==> config.mk <==
export PLATFORM = sky130hd
export DESIGN_NAME = sfifo_burst_reader
export DESIGN_NICKNAME = d
export VERILOG_FILES = /design/src/rtl/sfifo_burst_reader_pkg.sv /design/src/rtl/sfbr_setup_timer.sv /design/src/rtl/sfbr_word_ctr.sv /design/src/rtl/sfbr_capture.sv /design/src/rtl/sfifo_burst_reader.sv
export SDC_FILE = /design/constraint.sdc
export NUM_CORES = 1
export LEC_CHECK = 0
export BUFFER_PORTS_ARGS = -buffer_cell sky130_fd_sc_hd__buf_2
export CAP_MARGIN = 20
export CORE_ASPECT_RATIO = 0.8
export CORE_MARGIN = 5
export CORE_UTILIZATION = 45
export CTS_BUF_LIST = sky130_fd_sc_hd__clkbuf_16
export CTS_CLUSTER_SIZE = 20
export DETAILED_ROUTE_END_ITERATION = 8
export PLACE_DENSITY = 0.81
export SYNTH_ARGS = -nofsm -noshare
export SYNTH_HDL_FRONTEND = slang
export SYNTH_SLANG_ARGS = --single-unit
==> constraint.sdc <==
create_clock -name clk -period 3 [get_ports clk]
set_clock_uncertainty 0.2 [all_clocks]
set_input_delay 0.6 -clock clk [delete_from_list [all_inputs] [get_ports clk]]
set_output_delay 0.6 -clock clk [all_outputs]
set_load 0.02 [all_outputs]
==> src/rtl/sfifo_burst_reader_pkg.sv <==
package sfifo_burst_reader_pkg;

   typedef enum logic [2:0] {
      ST_IDLE    = 3'd0,
      ST_SETUP   = 3'd1,
      ST_LEAD    = 3'd2,
      ST_READ    = 3'd3,
      ST_TAIL_OE = 3'd4,
      ST_TAIL_CS = 3'd5,
      ST_DONE    = 3'd6
   } rdseq_state_e;

endpackage

==> src/rtl/sfbr_setup_timer.sv <==
// Counts the address-setup cycles spent in the setup state.
// Used only when more than one bare setup cycle is configured.
module sfbr_setup_timer #(
   parameter int SETUP_CYC = 3
) (
   input  logic clk,
   input  logic rst_n,
   input  logic active,
   output logic expired
);
   localparam int CW = (SETUP_CYC > 2) ? $clog2(SETUP_CYC) : 1;
   localparam logic [CW-1:0] LAST = CW'(SETUP_CYC - 2);

   logic [CW-1:0] ticks;

   always_ff @(posedge clk) begin
      if (!rst_n || !active) ticks <= '0;
      else                   ticks <= ticks + CW'(1);
   end

   assign expired = active && (ticks == LAST);
endmodule

==> src/rtl/sfbr_word_ctr.sv <==
// Holds the effective target and counts the words taken.
module sfbr_word_ctr #(
   parameter int MAX_WORDS = 256,
   parameter int CNT_W     = 9
) (
   input  logic             clk,
   input  logic             rst_n,
   input  logic             load,
   input  logic [CNT_W-1:0] req_count,
   input  logic             take,
   output logic             last,
   output logic [CNT_W-1:0] taken
);
   localparam logic [CNT_W-1:0] CAP = CNT_W'(MAX_WORDS);

   logic [CNT_W-1:0] target;
   logic [CNT_W-1:0] eff_count;

   always_comb begin
      if (req_count == '0)     eff_count = CNT_W'(1);
      else if (req_count > CAP) eff_count = CAP;
      else                      eff_count = req_count;
   end

   always_ff @(posedge clk) begin
      if (!rst_n) begin
         target <= CNT_W'(1);
         taken  <= '0;
      end else if (load) begin
         target <= eff_count;
         taken  <= '0;
      end else if (take) begin
         taken  <= taken + CNT_W'(1);
      end
   end

   assign last = (taken + CNT_W'(1)) == target;
endmodule

==> src/rtl/sfbr_capture.sv <==
// Registers a bus word and its one-cycle valid strobe.
module sfbr_capture #(
   parameter int DATA_W = 16
) (
   input  logic              clk,
   input  logic              rst_n,
   input  logic              take,
   input  logic [DATA_W-1:0] din,
   output logic              valid,
   output logic [DATA_W-1:0] dout
);
   always_ff @(posedge clk) begin
      if (!rst_n) begin
         valid <= 1'b0;
         dout  <= '0;
      end else begin
         valid <= take;
         if (take) dout <= din;
      end
   end
endmodule

==> src/rtl/sfifo_burst_reader.sv <==
module sfifo_burst_reader
   import sfifo_burst_reader_pkg::*;
#(
   parameter int DATA_W    = 16,
   parameter int ADDR_W    = 2,
   parameter int MAX_WORDS = 256,
   parameter int SETUP_CYC = 2,
   localparam int CNT_W    = $clog2(MAX_WORDS + 1)
) (
   input  logic              clk,
   input  logic              rst_n,
   input  logic              req_valid,
   input  logic [ADDR_W-1:0] req_addr,
   input  logic [CNT_W-1:0]  req_count,
   output logic              busy,
   output logic [ADDR_W-1:0] fifo_addr,
   output logic              fifo_cs_n,
   output logic              fifo_oe_n,
   output logic              fifo_rd_n,
   input  logic [DATA_W-1:0] fifo_data,
   input  logic              fifo_empty,
   output logic              out_valid,
   output logic [DATA_W-1:0] out_data,
   output logic              done,
   output logic              done_short,
   output logic [CNT_W-1:0]  done_count
);
   if (SETUP_CYC < 2) begin : g_bad_setup
      $error("SETUP_CYC must be at least 2");
   end
   if (MAX_WORDS < 1) begin : g_bad_max
      $error("MAX_WORDS must be at least 1");
   end
   if (DATA_W < 1 || ADDR_W < 1) begin : g_bad_width
      $error("DATA_W and ADDR_W must be positive");
   end

   rdseq_state_e      state, state_nx;
   logic [ADDR_W-1:0] addr_q;
   logic              short_q;
   logic              accept;
   logic              setup_done;
   logic              take;
   logic              last;
   logic [CNT_W-1:0]  taken;

   assign accept = (state == ST_IDLE) && req_valid;
   assign take   = (state == ST_READ) && !fifo_empty;

   // variant: a single bare setup cycle needs no timer
   if (SETUP_CYC == 2) begin : g_setup_min
      assign setup_done = 1'b1;
   end else begin : g_setup_timer
      sfbr_setup_timer #(.SETUP_CYC(SETUP_CYC)) u_timer (
         .clk    (clk),
         .rst_n  (rst_n),
         .active (state == ST_SETUP),
         .expired(setup_done)
      );
   end

   sfbr_word_ctr #(.MAX_WORDS(MAX_WORDS), .CNT_W(CNT_W)) u_ctr (
      .clk      (clk),
      .rst_n    (rst_n),
      .load     (accept),
      .req_count(req_count),
      .take     (take),
      .last     (last),
      .taken    (taken)
   );

   sfbr_capture #(.DATA_W(DATA_W)) u_cap (
      .clk  (clk),
      .rst_n(rst_n),
      .take (take),
      .din  (fifo_data),
      .valid(out_valid),
      .dout (out_data)
   );

   always_comb begin
      state_nx = state;
      unique case (state)
         ST_IDLE:    if (req_valid) state_nx = ST_SETUP;
         ST_SETUP:   if (setup_done) state_nx = ST_LEAD;
         ST_LEAD:    state_nx = ST_READ;
         ST_READ:    if (fifo_empty || last) state_nx = ST_TAIL_OE;
         ST_TAIL_OE: state_nx = ST_TAIL_CS;
         ST_TAIL_CS: state_nx = ST_DONE;
         ST_DONE:    state_nx = ST_IDLE;
         default:    state_nx = ST_IDLE;
      endcase
   end

   always_ff @(posedge clk) begin
      if (!rst_n) begin
         state   <= ST_IDLE;
         addr_q  <= '0;
         short_q <= 1'b0;
      end else begin
         state <= state_nx;
         if (accept) begin
            addr_q  <= req_addr;
            short_q <= 1'b0;
         end else if (state == ST_READ && fifo_empty) begin
            short_q <= 1'b1;
         end
      end
   end

   assign busy       = (state != ST_IDLE);
   assign fifo_addr  = addr_q;
   assign fifo_cs_n  = (state == ST_IDLE) || (state == ST_DONE);
   assign fifo_oe_n  = !((state == ST_LEAD) || (state == ST_READ) || (state == ST_TAIL_OE));
   assign fifo_rd_n  = (state != ST_READ);
   assign done       = (state == ST_DONE);
   assign done_short = done && short_q;
   assign done_count = done ? taken : '0;
endmodule

# Word-level counts from Yosys, hierarchy flattened
# Cells that the tools add are included.
[word_totals]
output_inout_bits = 34
ff_bits = 41
input_bits = 31
[classes]
addsub = 1
mux = 6
bitwise = 1
n_reduce_logical = 15
n_eq_ne = 10
n_lt_le_gt_ge = 1
[ops]
columns = ["operator", "n"]
rows = [
  ["9-bit two-way mux", 3],
  ["3-bit one-hot mux with 6 select lines", 1],
  ["9-bit by 1-bit adder with 9-bit output (second input constant)", 1],
  ["3-bit == test (second input constant)", 3],
  ["9-bit == test", 1],
  ["9-bit > comparator (second input constant)", 1],
  ["9-bit zero test", 1],
  ["3-bit by 2-bit == test with 1-bit output (second input constant)", 2],
  ["3-bit two-way mux", 2],
  ["1-bit logical AND", 4],
  ["1-bit logical OR", 4],
  ["2-bit inequality test (second input constant)", 2],
  ["3-bit by 1-bit == test with 1-bit output (second input constant)", 1],
  ["3-bit zero test", 1],
  ["3-bit by 2-bit inequality test with 1-bit output (second input constant)", 1],
  ["3-bit nonzero test", 1],
  ["1-bit zero test", 2],
  ["2-bit AND reduction", 1],
  ["2-bit OR reduction", 1],
  ["1-bit inverter", 1],
]

# Depth between registers and ports, before layout
[logic_depth]
depth_word = 5
ltp_mapped = 7
depth_no_buf = 6

# Cells and area by module
# A second synthesis with hierarchy kept.
[hier_totals]
cells_unflattened = 220
hier_area_um2 = 2064.5
[by_module_without_submodules]
columns = ["mod", "n_inst", "cells_each", "area_per_inst_um2", "seq_area_each_um2"]
rows = [
  ["sfbr_word_ctr", 1, 120, 1031.0, 360.3],
  ["sfbr_capture", 1, 53, 643.1, 340.3],
  ["sfifo_burst_reader", 1, 47, 390.4, 120.1],
]

# Least setup slack after synthesis
# OpenSTA, ideal clock, no wires.
[synth_path]
path_type = "register to output"
from = "register state[2]"
to = "output done_count[0]"
arrival_ns = 1.438
path_stages_with_launch = 6
setup_slack_ns = 0.762
cell_sequence = "dfxtp_1 -> clkbuf_1 -> inv_1 -> nor3_1 -> clkbuf_1 -> and2_1"
[synth_between]
elab_chain_len = 2
[synth_rtl]
columns = ["element", "line_no", "source"]
rows = [
  ["start, declared", "sfifo_burst_reader.sv:38", "rdseq_state_e state, state_nx;"],
  ["start signal, assigned", "sfifo_burst_reader.sv:101", "state <= state_nx;"],
  ["3-bit == test", "sfifo_burst_reader.sv:116", "assign done = (state == ST_DONE);"],
  ["net done", "sfifo_burst_reader.sv:24", "output logic done,"],
  ["9-bit two-way mux", "sfifo_burst_reader.sv:118", "assign done_count = done ? taken : '0;"],
  ["end, declared", "sfifo_burst_reader.sv:26", "output logic [CNT_W-1:0] done_count"],
]
# The timed path passes the listed nets, and every way through them passes these cells.

# Final worst setup path
[layout_path]
from = "register u_ctr.taken[0]"
to = "register state[1]"
[layout_between]
elab_chain_len = 5
[layout_rtl]
columns = ["element", "line_no", "source"]
rows = [
  ["start, declared", "sfbr_word_ctr.sv:12", "output logic [CNT_W-1:0] taken"],
  ["start signal, assigned", "sfbr_word_ctr.sv:33", "taken <= taken + CNT_W'(1);"],
  ["9-bit by 1-bit adder with 9-bit output", "sfbr_word_ctr.sv:37", "assign last = (taken + CNT_W'(1)) == target;"],
  ["9-bit == test", "sfbr_word_ctr.sv:37", ""],
  ["1-bit logical OR", "sfifo_burst_reader.sv:87", "ST_READ: if (fifo_empty || last) state_nx = ST_TAIL_OE;"],
  ["2-bit inequality test (no line)", "-", ""],
  ["2-bit AND reduction (no line)", "-", ""],
]
# No other way between the ends.
# A chain may end at the register's enable or synchronous reset.

==> impl_metrics.ini <==
[timing]
fmax_mhz = 402
rsz0062_at_grt = no
finalCritPeriodShare_pct = 83.0
finalSetupViolCount = 0
fin_setup_tns_ns = 0
min_period_ns = 2.49
maxSlewHeadroom_pct = 63.2
final-max-slew-violation-count = 0
worstMarginPinSlew_ns = 0.552
layout_setup_ws_ns = 0.509
holdWs_ns = 0.253
hold_viol = 0

[power_and_ir_drop]
ir_worst_vdd_mv = 0.432
p_per_area_nw_per_um2 = 631
power_uw = 1540
static-leakage-power_uw = 0.00109

[route]
vias = 1795
finalWirelength_mm = 4.58
wire_per_inst_um = 13.0
drt_iter0_drc = 88
ant_nets = 0
drc = 0
routed_via_density = 5.08
dr.pass1.iters = 5

[worst_setup_path]
critPathMaxFanout = 9
timing.rr.end = state[1]
setup.worst_path.class = flip-flop to flip-flop
r2r_slack_ns = 0.51
max_stage_delay_ns = 0.53
worstPathRequired_ns = 2.94
end_kind = flip-flop
cp_num_buf_inv = 0
cp_slowest_cell = or4bb_1
worstSetupStartpointType = flip-flop
path_cells = ha_1 -> and4_1 -> a21oi_1 -> or4bb_1 -> a2111oi_4 -> o22ai_1
crit_family = simple AND/OR/NAND/NOR gates
cp.arrival_ns = 2.43
r2r_cells = 6
reg2reg_from = u_ctr.taken[0]

[finish]
layout_commonest_cell = buf_2
layout-drive-gt1-share_pct = 27.0
stdcell_count = 353
num_antenna_cells = 0
syn2layout_area_growth_pct = 26.8
final_cell_mix = buf_2 (64), nand2_1 (46), dfxtp_1 (41)
nets = 327

[logic_synthesis]
ys_seq_area_share_pct = 42.7
syn-instance-count = 234
yosysTopAreaCell = dfxtp_1
synthTopCellsByArea = dfxtp_1 (43%), nand2_1 (9.0%), a21oi_1 (7.3%), xor2_1 (4.1%), and2_1 (3.6%)
synth_cell_types = 42
synthArstFlopShare_pct = 0
ys_ff_latch = 41
syn_area_per_cell_sq_um = 8.22
synth_top_area_share_pct = 42.7
syn_area_sq_um = 1920
synth_top_flop_cell = dfxtp_1
synth-edff-count = 0
synthesis.nets = 266
synth_warnings = 0

[min_path]
hold_path_end = u_cap.dout[7]
holdPathStages = 2
hold_class = flip-flop to flip-flop
worstHoldStart = u_cap.dout[7]

[die]
die_area_sq_um = 5690
rows = 21
start_util_pct = 46.4
io_pins = 65
die_x_um = 83.1
die_h_um = 68.5
core_sq_um = 4150

[clock_network]
clk_pin_slew_worst_paths_ns = 0.06
clock_path_buffers = 2
insertion_delay_ns = 0.28
cts_resized = 0
numCtsBuffers = 5
cts.sinks = 41
cts_hold_buf = 0
cts_tree = yes
postCtsSetupBuffers = 0
cts_root_buffer = clkbuf_16
h-tree-depth = 2

[place]
port_buffers = 64
gp_congestion = 0.840
post-place-ws_ns = 0.594
dp_cells = 345
dp_hpwl_mm = 3.49

[global_route]
overflow = 0
grt_max_degree = 22
grt_pass1_wl_mm = 7.56
gr-usage-all-layers_pct = 16.4
grt_pass1_vias = 1649
antenna_found_initial = 0

[run_status]
outcome = complete, no violations

[flow_run]
cap_viol_max_count = 0
-- worst reg2reg max path: stages (launching register included) --
cell and delay, ns:
dfxtp_1 0.50, ha_1 0.32, and4_1 0.31, a21oi_1 0.09
or4bb_1 0.53, a2111oi_4 0.28, o22ai_1 0.12
-- routing by layer --
metal,GRT usage [%],share of wire (%),vias to the layer above
met5,0,0,-
met4,4.69,0.63,0
met3,7.01,9.5,4
met2,26.0,43,68
met1,20.8,47,803
li1,-,-,920
-- cell usage after synthesis, drive strengths merged (2+ instances only) --
master	count
a22o	7
o21ai	4
and2	11
or2	2
dfxtp	41
nand4	2
nor3	6
xor2	9
xnor2	7
nor2	14
a31oi	2
nor2b	3
clkbuf	8
nand2b	2
nand3	8
o22ai	2
and3	3
nand2	46
nor4	2
buf	6
a21oi	28
inv	6
-- cell type report --
type	count	area, sq um
inverters	6	22.5
fillers	409	1710
well taps	57	71.3
multi-input cells	173	1010
clock inverters	3	37.5
clock buffers	5	125
flip-flops and latches	41	821
repair buffers	68	350
-- power breakdown --
group / switching, uW / internal [uW] / total (uW)
combinational: 195 / 128 / 323
clock: 199 / 386 / 585
sequential: 47.8 / 584 / 632
total: 442 / 1100 / 1540
-- registers in the layout, indices dropped and copies added (netlist names) --
name,cells
u_cap.dout,16
u_ctr.taken,9
u_ctr.target,9
state,3
fifo_addr,2
short_q,1
u_cap.valid,1
-- cell families after synthesis --
| kind of cell | synth area share [%] |
|---|---|
| fa+ha+maj | 1.17 |
| compound gates | 16.8 |
| simple gates | 27.4 |
| buf+inv | 4.75 |
| flops | 42.7 |
| xor+xnor | 7.28 |
-- worst max-delay path by stage --
stage                     slack, ns      startpoint             to  cells past startpoint
after floorplan                0.76        state[2]  done_count[0]                      5
after global placement         0.70  u_ctr.taken[0]       state[0]                      6
after detailed placement       0.59  u_ctr.taken[0]       state[1]                      6
after CTS                      0.53  u_ctr.taken[0]       state[1]                      6
after global routing           0.38  u_ctr.taken[0]       state[1]                      6
final                          0.51  u_ctr.taken[0]       state[1]                      6
-- through the flow --
stage	utilization (%)	instance area, sq um
2_1_floorplan	-	1920
3_3_place_gp	54.9	2280
3_5_place_dp	54.9	2280
4_1_cts	58.8	2440
5_1_grt	58.8	2440
6_report	58.8	2440
Note: power is estimated with default switching activity, not from simulation.
